==> src/rtl/f24_vload_pkg.sv <==
package f24_vload_pkg;
    localparam int WORD_W    = 32;
    localparam int F24_W     = 24;
    localparam int F24_EXP_W = 7;
    localparam int F24_MAN_W = 16;
    localparam int F24_BIAS  = 63;
    localparam int F32_BIAS  = 127;
    localparam int N_COMP    = 4;
    localparam int PACK_WORDS = 3;
    localparam int F32_WORDS  = 4;

    typedef logic [F24_W-1:0] f24_t;
    typedef logic [N_COMP-1:0][F24_W-1:0] vec4_t;   // [3]=w ... [0]=x
    typedef logic [N_COMP-1:0][WORD_W-1:0] wbuf_t;
endpackage

==> src/rtl/f24_from_f32.sv <==
module f24_from_f32
    import f24_vload_pkg::*;
(
    input  logic [WORD_W-1:0] f32_i,
    output f24_t              f24_o
);
    localparam int SHIFT   = F32_BIAS - F24_BIAS;
    localparam int EXP_TOP = (1 << F24_EXP_W) - 1;
    localparam int E_HI    = SHIFT + EXP_TOP;

    logic       sgn;
    logic [7:0] exp8;
    logic [7:0] exp_re;

    always_comb begin
        sgn    = f32_i[31];
        exp8   = f32_i[30:23];
        exp_re = exp8 - 8'(SHIFT);
        if (int'(exp8) < SHIFT)
            f24_o = {sgn, {(F24_W-1){1'b0}}};
        else if (int'(exp8) > E_HI)
            f24_o = {sgn, {(F24_W-1){1'b1}}};
        else
            f24_o = {sgn, exp_re[F24_EXP_W-1:0], f32_i[22 -: F24_MAN_W]};
    end
endmodule

==> src/rtl/f24_unpack3.sv <==
module f24_unpack3
    import f24_vload_pkg::*;
(
    input  logic [WORD_W-1:0] wa_i,
    input  logic [WORD_W-1:0] wb_i,
    input  logic [WORD_W-1:0] wc_i,
    output vec4_t             vec_o
);
    always_comb begin
        vec_o[3] = wa_i[31:8];
        vec_o[2] = {wa_i[7:0], wb_i[31:16]};
        vec_o[1] = {wb_i[15:0], wc_i[31:24]};
        vec_o[0] = wc_i[23:0];
    end
endmodule

==> src/rtl/f24_vec_loader.sv <==
module f24_vec_loader
    import f24_vload_pkg::*;
#(
    parameter int NUM_VEC = 96,
    parameter int IDX_W   = 7
) (
    input  logic              clk,
    input  logic              rst_n,
    input  logic              word_we,
    input  logic [31:0]       word_data,
    input  logic              fmt_f32,
    input  logic              idx_we,
    input  logic [IDX_W-1:0]  idx_data,
    output logic              mem_we,
    output logic [IDX_W-1:0]  mem_idx,
    output logic [95:0]       mem_vec,
    output logic              err
);
    localparam int CNT_W   = $clog2(N_COMP);
    localparam int MAX_IDX = NUM_VEC - 1;

    typedef struct packed {
        logic [IDX_W-1:0] idx;
        logic [CNT_W-1:0] cnt;
        wbuf_t            wbuf;
        logic             err;
        logic             mem_we;
        logic [IDX_W-1:0] mem_idx;
        vec4_t            mem_vec;
    } state_t;

    state_t st_d, st_q;
    wbuf_t  cur;
    vec4_t  pack_vec, f32_vec;
    logic   done;

    always_comb begin
        cur = st_q.wbuf;
        cur[st_q.cnt] = word_data;
    end

    f24_unpack3 u_unpack (
        .wa_i (cur[0]),
        .wb_i (cur[1]),
        .wc_i (cur[2]),
        .vec_o(pack_vec)
    );

    for (genvar k = 0; k < N_COMP; k++) begin : g_cvt
        f24_from_f32 u_cvt (
            .f32_i(cur[k]),
            .f24_o(f32_vec[N_COMP-1-k])
        );
    end

    always_comb begin
        st_d        = st_q;
        st_d.mem_we = 1'b0;
        done = ({1'b0, st_q.cnt} + (CNT_W+1)'(1)) >=
               (fmt_f32 ? (CNT_W+1)'(F32_WORDS) : (CNT_W+1)'(PACK_WORDS));
        if (idx_we) begin
            st_d.idx = idx_data;
            st_d.cnt = '0;
            st_d.err = 1'b0;
        end else if (word_we) begin
            st_d.wbuf = cur;
            if (done) begin
                st_d.cnt = '0;
                if (int'(st_q.idx) > MAX_IDX) begin
                    st_d.err = 1'b1;
                end else begin
                    st_d.mem_we  = 1'b1;
                    st_d.mem_idx = st_q.idx;
                    st_d.mem_vec = fmt_f32 ? f32_vec : pack_vec;
                    st_d.idx     = st_q.idx + IDX_W'(1);
                end
            end else begin
                st_d.cnt = st_q.cnt + CNT_W'(1);
            end
        end
    end

    always_ff @(posedge clk or negedge rst_n) begin
        if (!rst_n) st_q <= '0;
        else        st_q <= st_d;
    end

    assign mem_we  = st_q.mem_we;
    assign mem_idx = st_q.mem_idx;
    assign mem_vec = st_q.mem_vec;
    assign err     = st_q.err;


    idx_range_chk: assert property (@(posedge clk) disable iff (!rst_n)
        mem_we |-> int'(mem_idx) <= MAX_IDX);


    we_pulse_chk: assert property (@(posedge clk) disable iff (!rst_n)
        mem_we |=> !mem_we);


    we_cause_chk: assert property (@(posedge clk) disable iff (!rst_n)
        mem_we |-> $past(word_we) && !$past(idx_we));


    setup_clear_chk: assert property (@(posedge clk) disable iff (!rst_n)
        $past(idx_we) |-> !mem_we && !err);


    err_nowrite_chk: assert property (@(posedge clk) disable iff (!rst_n)
        $rose(err) |-> !mem_we);
endmodule

==> config.mk <==
export PLATFORM = sky130hd
export DESIGN_NAME = f24_vec_loader
export DESIGN_NICKNAME = d
export VERILOG_FILES = /design/src/rtl/f24_vload_pkg.sv /design/src/rtl/f24_from_f32.sv /design/src/rtl/f24_unpack3.sv /design/src/rtl/f24_vec_loader.sv
export SDC_FILE = /design/constraint.sdc
export NUM_CORES = 1
export LEC_CHECK = 0
export CAP_MARGIN = 20
export CORE_MARGIN = 4
export CORE_UTILIZATION = 30
export CTS_CLUSTER_SIZE = 40
export DETAILED_ROUTE_END_ITERATION = 8
export DONT_BUFFER_PORTS = 1
export SYNTH_ARGS = -nofsm -noshare
export SYNTH_HDL_FRONTEND = slang
export SYNTH_HIERARCHICAL = 1
export SYNTH_SLANG_ARGS = --single-unit
==> constraint.sdc <==
create_clock -name clk -period 3.5 [get_ports clk]
set_input_delay 0.525 -clock clk [delete_from_list [all_inputs] [get_ports clk]]
set_output_delay 0.525 -clock clk [all_outputs]
set_load 0.02 [all_outputs]
==> metrics.cfg, run 1 <==
[power_and_ir_drop]
ir_drop_v = 0.0002744
power_frac_clock_pct = 29.0
power.internal_mw = 6.392
power.total_mw = 9.868
pwr-share-comb_pct = 22.9
p_leak_nw = 6.717
p_per_area_nw_per_um2 = 691.6
p_sw_share_pct = 35.22
power_switching_mw = 3.476
pwr-share-seq_pct = 48.1

[floorplan]
ioPinCount = 149
dieArea_um2 = 51830
die_h_um = 227.7
rows = 80
initial_core_util_pct = 30.32
core_area_um2 = 47750
die_w_um = 227.7

[cts]
post_cts_resized = 0
cts_tree = yes
clk_latency_ns = 0.56
htree_levels = 1
clk_pin_slew_ns = 0.06
cts_made_buffers = 27
clock_sink_count = 235
cts_setup_buffers = 0
cts_buffer_depth = 3
clock-root-buffer = clkbuf_16

[global_routing]
grt-ovfl-total = 0
track_usage_pct = 14.13
grt_start_max_net_pins = 236
grt_pass1_vias = 8410
grt_pass1_wl_mm = 55.79
grt_antenna_before_repair = 4

[detailed_routing]
drcViolationCount = 0
wirelength_mm = 37.29
viasPerCell = 4.713
drtAntennaViolNets = 0
avgRoutedWirePerCell_um = 21.12
vias = 8319
drt-initial-drc-count = 510
dr.pass1.iters = 5

[critical_path]
crit_path_top_delay_cell = dfrtp_1
cp_common_cell = ha_1
crit_arrival_ns = 3.51
cp_max_fo = 35
path_cells = inv_1 > ha_1 > ha_1 > a221oi_1 > or2_1 > or3_4 > inv_8 > buf_4 > mux2_2
critPathRequiredTime_ns = 3.95
criticalPathCategory = reg2reg
end_kind = flop
critPathLaunchType = flop
slowest_delay_ns = 0.45

[timing]
min_period_ns = 3.065
tightest_slew_ns = 0.9603
report.final.slew_viol_count = 0
max_freq_mhz = 326.3
post-route-period-util_pct = 87.56
finalClockSkew_ns = 0.02370
whs_ns = -0.3022
rsz0062_at_grt = no
finalSetupViolations = 0
hold_viol_final = 235
fin_setup_tns_ns = 0
slew_headroom_pct = 35.98

[placed_design]
placed_cells = 1714
dpl_cell_area_um2 = 13370
port-buffer-count = 0
globalplace.congestion = 0.7899
dpl.hpwl_mm = 25.72

[cells_and_area]
area_growth_pct = -1.444
design_area_um2 = 14270
nets = 1180
drive_above_1_share_pct = 40.64
post_layout_nonfiller_instances = 1765
final_common_cell = nand2_1
n_fill_cell = 4748
final_cell_mix = nand2_1 (369), mux2_2 (291), dfrtp_1 (235), maj3_2 (80), mux2_4 (29)

[status]
status = finished, violations left
violations = negative hold slack

[worst_hold_path]
hp-class = in2async

[logic_synthesis]
synthesis.area_um2 = 14480
synth_nets = 1427
yosysWarnings = 6
synth.avg_cell_area_um2 = 10.53
postSynthCellCount = 1375

[job]
max-cap-violations = 0

-- flip-flops by register name, summed over array words and instances (netlist names) --
signal and cells:
st_q 130, mem_vec 96, mem_idx 7, err 1, mem_we 1
-- critical path: cells and delay by family, from the launching register on --
| family | cells | cell delay (ns) |
|---|---|---|
| compound gates | 1 | 0.10 |
| fa+ha+maj | 2 | 0.62 |
| buf+inv | 3 | 0.70 |
| flops | 1 | 0.45 |
| mux | 1 | 0.37 |
| simple gates | 2 | 0.70 |
-- per-stage QoR --
| stage | setup slack [ns] | utilization (%) |
|---|---|---|
| after floorplan | 0.8182 | - |
| after global placement | 0.5141 | 28.00 |
| after detailed placement | 0.4241 | 28.00 |
| after CTS | 0.4215 | 29.88 |
| after global routing | 0.2609 | 29.88 |
| final | 0.4355 | 29.88 |
-- metal layers --
| layer | global-route usage (%) | wire, um |
|---|---|---|
| met4 | 2.694 | 478 |
| met1 | 17.90 | 15370 |
| met2 | 23.90 | 18260 |
| met3 | 4.585 | 3177 |
| met5 | 0 | 0 |
-- worst paths after layout --
check	startpoint	to	slack [ns]	cells past startpoint
worst min register to register	st_q[218]	st_q[218]	0.47	2
worst min-delay path	rst_n	mem_we	-0.30	0
max in group asynchronous	rst_n	st_q[196]	3.38	0
worst max register to register	st_q[233]	mem_vec[58]	0.44	9
worst max-delay path	st_q[233]	mem_vec[58]	0.44	9
min in group clk	idx_we	err	0.03	1
-- cell type report --
type | instances | area [um^2] | area share (%)
clock buffer | 38 | 767.0 | 5.376
tap | 615 | 769.5 | 5.393
clock inverter | 12 | 127.6 | 0.8945
timing repair buffer | 17 | 140.1 | 0.9822
sequential | 235 | 5881 | 41.22
antenna | 1 | 2.502 | 0.01754
multi-input combinational | 838 | 6539 | 45.83
inverter | 9 | 41.29 | 0.2894
-- power groups by stage --
stage / Sequential, mW / Combinational [mW] / Clock (mW)
after CTS: 4.82 / 2.28 / 2.93
after global placement: 4.85 / 2.21 / 0
after detailed placement: 4.87 / 2.26 / 0
after floorplan: 3.85 / 3.62 / 0
final: 4.75 / 2.26 / 2.86
after global routing: 4.89 / 2.49 / 3.05
Power figures use the tool's default switching activity.
==> run 2, diff against run 1 <==
--- a/config.mk
+++ b/config.mk
@@ -6,11 +6,13 @@
 export NUM_CORES = 1
 export LEC_CHECK = 0
 export CAP_MARGIN = 20
+export CORE_ASPECT_RATIO = 0.75
 export CORE_MARGIN = 4
 export CORE_UTILIZATION = 30
 export CTS_CLUSTER_SIZE = 40
 export DETAILED_ROUTE_END_ITERATION = 8
 export DONT_BUFFER_PORTS = 1
+export REMOVE_ABC_BUFFERS = 1
 export SYNTH_ARGS = -nofsm -noshare
 export SYNTH_HDL_FRONTEND = slang
 export SYNTH_HIERARCHICAL = 1
==> metrics.cfg, run 2 (same netlist as run 1, synthesis figures left out) <==
[cts]
cts_tree = yes
cts_setup_buffers = 0
cts_buffer_depth = 3
post_cts_resized = 0
clock-root-buffer = clkbuf_16
cts_hold_buf = 1
htree_levels = 1
clk_latency_ns = 0.56
clock_sink_count = 235
cts_made_buffers = 28
clk_pin_slew_ns = 0.06

[timing]
tightest_slew_ns = 0.8832
min_period_ns = 3.019
hold_viol_final = 235
finalClockSkew_ns = 0.02017
finalSetupViolations = 0
whs_ns = -0.3198
slew_headroom_pct = 41.12
fin_setup_tns_ns = 0
rsz0062_at_grt = no
post-route-period-util_pct = 86.26
max_freq_mhz = 331.2
report.final.slew_viol_count = 0

[detailed_routing]
drtAntennaViolNets = 0
dr_wl_met2_mm = 16.99
vias = 8525
avgRoutedWirePerCell_um = 21.01
drt-initial-drc-count = 517
dr.pass1.iters = 5
wirelength_mm = 37.56
route.met3.wl_mm = 3.693
top_layer = met4
viasPerCell = 4.768
drt-met1-wl_mm = 16.00
drcViolationCount = 0

[power_and_ir_drop]
power.total_mw = 10.15
pwr-share-comb_pct = 22.7
power.internal_mw = 6.556
p_per_area_nw_per_um2 = 703.4
power_switching_mw = 3.598
p_leak_nw = 6.755
pwr-share-seq_pct = 46.8
ir_drop_v = 0.0003337
p_sw_share_pct = 35.44
power_frac_clock_pct = 30.5

[placed_design]
port-buffer-count = 0
globalplace.congestion = 0.7521
dpl.hpwl_mm = 23.74

[job]
max-cap-violations = 0

[critical_path]
reg2reg_from = st_q[233]
critPathRequiredTime_ns = 3.93
reg2reg_to = mem_vec[78]
crit_path_start = st_q[233]
cp-endpoint = mem_vec[78]
r2r_cells = 9
critPathLaunchType = flop
end_kind = flop
crit_arrival_ns = 3.45
rrSetupSlack_ns = 0.48
cp_max_fo = 33
criticalPathCategory = reg2reg

[global_routing]
grt_start_max_net_pins = 236
grt_antenna_before_repair = 0
grt-ovfl-total = 0
grt_pass1_wl_mm = 56.64
grt_pass1_vias = 8608
track_usage_pct = 14.23

[cells_and_area]
final_cell_mix = nand2_1 (369), mux2_2 (291), dfrtp_1 (235), maj3_2 (80), mux2_4 (29)
area_growth_pct = -0.2769
final_common_cell = nand2_1
diodes = 0
drive_above_1_share_pct = 41.25
largest_reg_flops = 130
regMostFlops = st_q
nets = 1180
n_fill_cell = 4735
fin_util_pct = 30.35

[floorplan]
rows = 69
die_h_um = 198.2
dieArea_um2 = 51870
initial_core_util_pct = 30.43
core_area_um2 = 47570
die_w_um = 261.7
ioPinCount = 149

[status]
status = finished, violations left
violations = negative hold slack

[worst_hold_path]
hp-class = in2async

==> run 2: changes by cell type in the layout (fill, tap and decap cells not counted), moves of 2 or more <==
cell,previous run,this run
buf_4,16,10
clkbuf_1,6,1
buf_12,1,5
clkinv_2,8,5
ha_1,8,5
ha_2,0,3
clkbuf_8,5,7
clkinv_4,0,2
clkinvlp_4,1,3
==> run 2: cell type report <==
cell class                      count  area, um^2  area share [%]
Multi-Input combinational cell    838        6546           45.35
Sequential cell                   235        5881           40.74
Clock buffer                       36       800.8           5.547
Tap cell                          639       799.5           5.538
Timing Repair Buffer               16       185.2           1.283
Clock inverter                     15       182.7           1.265
Inverter                            9       41.29          0.2860
==> run 2: worst max-delay path, stage by stage (launching register included) <==
cell and delay, ns:
dfrtp_1 0.46, inv_1 0.15, ha_2 0.30, ha_1 0.28
a221oi_1 0.10, or2_1 0.27, or3_4 0.43, inv_8 0.30
buf_12 0.22, mux2_2 0.34
==> run 2: how the worst min path moves through the flow <==
stage / startpoint / endpoint / slack [ns] / depth (start not counted)
global placement: rst_n / mem_vec[14] / 0.25 / 0
global route: rst_n / mem_vec[14] / -0.36 / 0
detailed placement: rst_n / mem_vec[14] / 0.25 / 0
floorplan: rst_n / err / 0.23 / 0
finish: rst_n / mem_vec[14] / -0.32 / 0
CTS: rst_n / mem_vec[14] / -0.36 / 0
==> run 2: layer usage <==
metal	global-route usage, %	vias to the layer above
met4	3.320	0
met2	22.00	257
li1	-	3896
met5	0	-
met3	5.370	54
met1	19.00	4318
==> run 2: metrics by stage <==
| stage | hold WS (ns) | worst slack (ns) | instance area (um^2) | std cells |
|---|---|---|---|---|
| final | -0.3198 | 0.4810 | 14440 | 1788 |
| after global routing | -0.3574 | 0.3555 | 14440 | 1788 |
| after CTS | -0.3561 | 0.4863 | 14440 | 1788 |
| after detailed placement | 0.2453 | 0.5031 | 13440 | 1736 |
| after global placement | 0.2467 | 0.5711 | 13440 | 1736 |
| after floorplan | 0.2294 | -1.624 | 12450 | 1082 |
==> run 2: power groups by stage <==
stage | Combinational [mW] | Sequential, mW | Clock, mW
finish | 2.31 | 4.75 | 3.09
global route | 2.54 | 4.88 | 3.31
CTS | 2.33 | 4.80 | 3.18
detailed placement | 2.31 | 4.85 | 0
global placement | 2.24 | 4.82 | 0
floorplan | 1.82 | 4.49 | 0
==> run 3, diff against run 2 <==
--- a/config.mk
+++ b/config.mk
@@ -6,12 +6,14 @@
 export NUM_CORES = 1
 export LEC_CHECK = 0
 export CAP_MARGIN = 20
-export CORE_ASPECT_RATIO = 0.75
+export CELL_PAD_IN_SITES_DETAIL_PLACEMENT = 0
+export CELL_PAD_IN_SITES_GLOBAL_PLACEMENT = 2
 export CORE_MARGIN = 4
 export CORE_UTILIZATION = 30
 export CTS_CLUSTER_SIZE = 40
 export DETAILED_ROUTE_END_ITERATION = 8
 export DONT_BUFFER_PORTS = 1
+export PLACE_DENSITY_LB_ADDON = 0.1
 export REMOVE_ABC_BUFFERS = 1
 export SYNTH_ARGS = -nofsm -noshare
 export SYNTH_HDL_FRONTEND = slang
==> metrics.cfg, run 3 (same netlist as run 1, synthesis figures left out) <==
[power_and_ir_drop]
p_leak_nw = 6.880
p_per_area_nw_per_um2 = 729.2
ir_drop_v = 0.0002915

[detailed_routing]
vias = 8243
viasPerCell = 4.641
avgRoutedWirePerCell_um = 22.96
drtAntennaViolNets = 0
drt-initial-drc-count = 405
dr.pass1.iters = 4
wirelength_mm = 40.78
drcViolationCount = 0

[cts]
htree_levels = 2
clock-root-buffer = clkbuf_16
cts_made_buffers = 34
cts_setup_buffers = 0
clock_sink_count = 235
clk_pin_slew_ns = 0.05
cts_buffer_depth = 3
clk_latency_ns = 0.53
post_cts_resized = 0
cts_tree = yes

[cells_and_area]
drive_above_1_share_pct = 41.69
nets = 1189
final_common_cell = nand2_1
fin_util_pct = 30.59
area_growth_pct = 0.9078
multi_input_area_um2 = 6546
diodes = 0
n_fill_cell = 4910
regMostFlops = st_q
final_cell_mix = nand2_1 (369), mux2_2 (291), dfrtp_1 (235), maj3_2 (80), clkbuf_16 (37)
seqCellArea_um2 = 5881
largest_reg_flops = 130
design_area_um2 = 14610

[timing]
finalClockSkew_ns = 0.01553
post-route-period-util_pct = 85.11
tightest_slew_ns = 1.010
slew_headroom_pct = 32.66
min_period_ns = 2.979
rsz0062_at_grt = no
report.final.slew_viol_count = 0
max_freq_mhz = 335.7
hold_viol_final = 235
whs_ns = -0.3120
finalSetupViolations = 0

[global_routing]
grt_antenna_before_repair = 0
track_usage_pct = 15.78
grt_pass1_vias = 8663
grt_start_max_net_pins = 236
grt_pass1_wl_mm = 60.91
grt-ovfl-total = 0

[critical_path]
r2r_cells = 9
end_kind = flop
cp_max_fo = 30
crit_path_top_delay_cell = dfrtp_1
slowest_delay_ns = 0.44
cp-endpoint = mem_vec[92]
critPathLaunchType = flop
critPathTopFamily = simple AND/OR/NAND/NOR gates
criticalPathCategory = reg2reg
reg2reg_to = mem_vec[92]
path_buf_inv = 3
reg2reg_from = st_q[233]
crit_arrival_ns = 3.39
crit_path_start = st_q[233]
critPathRequiredTime_ns = 3.91
path_depth = 9
rrSetupSlack_ns = 0.52
path_cells = inv_1 > ha_2 > ha_1 > a221oi_1 > or2_1 > or3_4 > inv_8 > buf_12 > mux2_2

[placed_design]
port-buffer-count = 0
globalplace.congestion = 0.6817
dpl_cell_area_um2 = 13420
dpl.hpwl_mm = 24.68

[floorplan]
initial_core_util_pct = 30.32
die_w_um = 227.7
ioPinCount = 149
dieArea_um2 = 51830
rows = 80
core_area_um2 = 47750
die_h_um = 227.7

[worst_hold_path]
hp-class = in2async

[status]
status = finished, violations left
violations = negative hold slack

[job]
max-cap-violations = 0

run 3: cell type report:
cell class	count	share of cell area, %
clock buffer	50	7.289
clock inverter	10	0.8565
inverter	9	0.2827
multi-input combinational	838	44.81
sequential	235	40.26
tap	615	5.268
timing repair buffer	19	1.233
run 3: worst min path at each step:
stage / from / to / slack (ns) / cells after the start
2_1_floorplan: rst_n / err / 0.23 / 0
3_3_place_gp: rst_n / mem_idx[1] / 0.24 / 0
3_5_place_dp: rst_n / mem_idx[0] / 0.24 / 0
4_1_cts: rst_n / mem_idx[0] / -0.36 / 0
5_1_grt: rst_n / mem_idx[0] / -0.35 / 0
6_report: rst_n / mem_idx[1] / -0.31 / 0
run 3: through the flow:
step / hold WS [ns] / TNS [ns] / instances / power (mW) / setup slack [ns]
after floorplan: 0.2294 / -206.44 / 1082 / 6.312 / -1.624
after global placement: 0.2356 / 0 / 1716 / 7.124 / 0.5183
after detailed placement: 0.2360 / 0 / 1716 / 7.145 / 0.4848
after CTS: -0.3554 / 0 / 1776 / 10.95 / 0.4672
after global routing: -0.3495 / 0 / 1776 / 11.33 / 0.3567
final: -0.3120 / 0 / 1776 / 10.65 / 0.5212
run 3: layer usage:
layer  GRT usage [%]  share of wire, %  vias to the layer above
li1                -                 -                     3929
met1           21.61                46                     4109
met2           25.08                47                      161
met3           3.879               5.5                       44
met4           4.177               1.8                        0
met5               0                 0                        -
run 3: power by group:
group          internal [mW]  switching [mW]  total, mW
Sequential              3.51            1.15       4.66
Combinational           1.21            1.13       2.35
Clock                   2.32            1.33       3.65
Total                   7.04            3.61       10.7
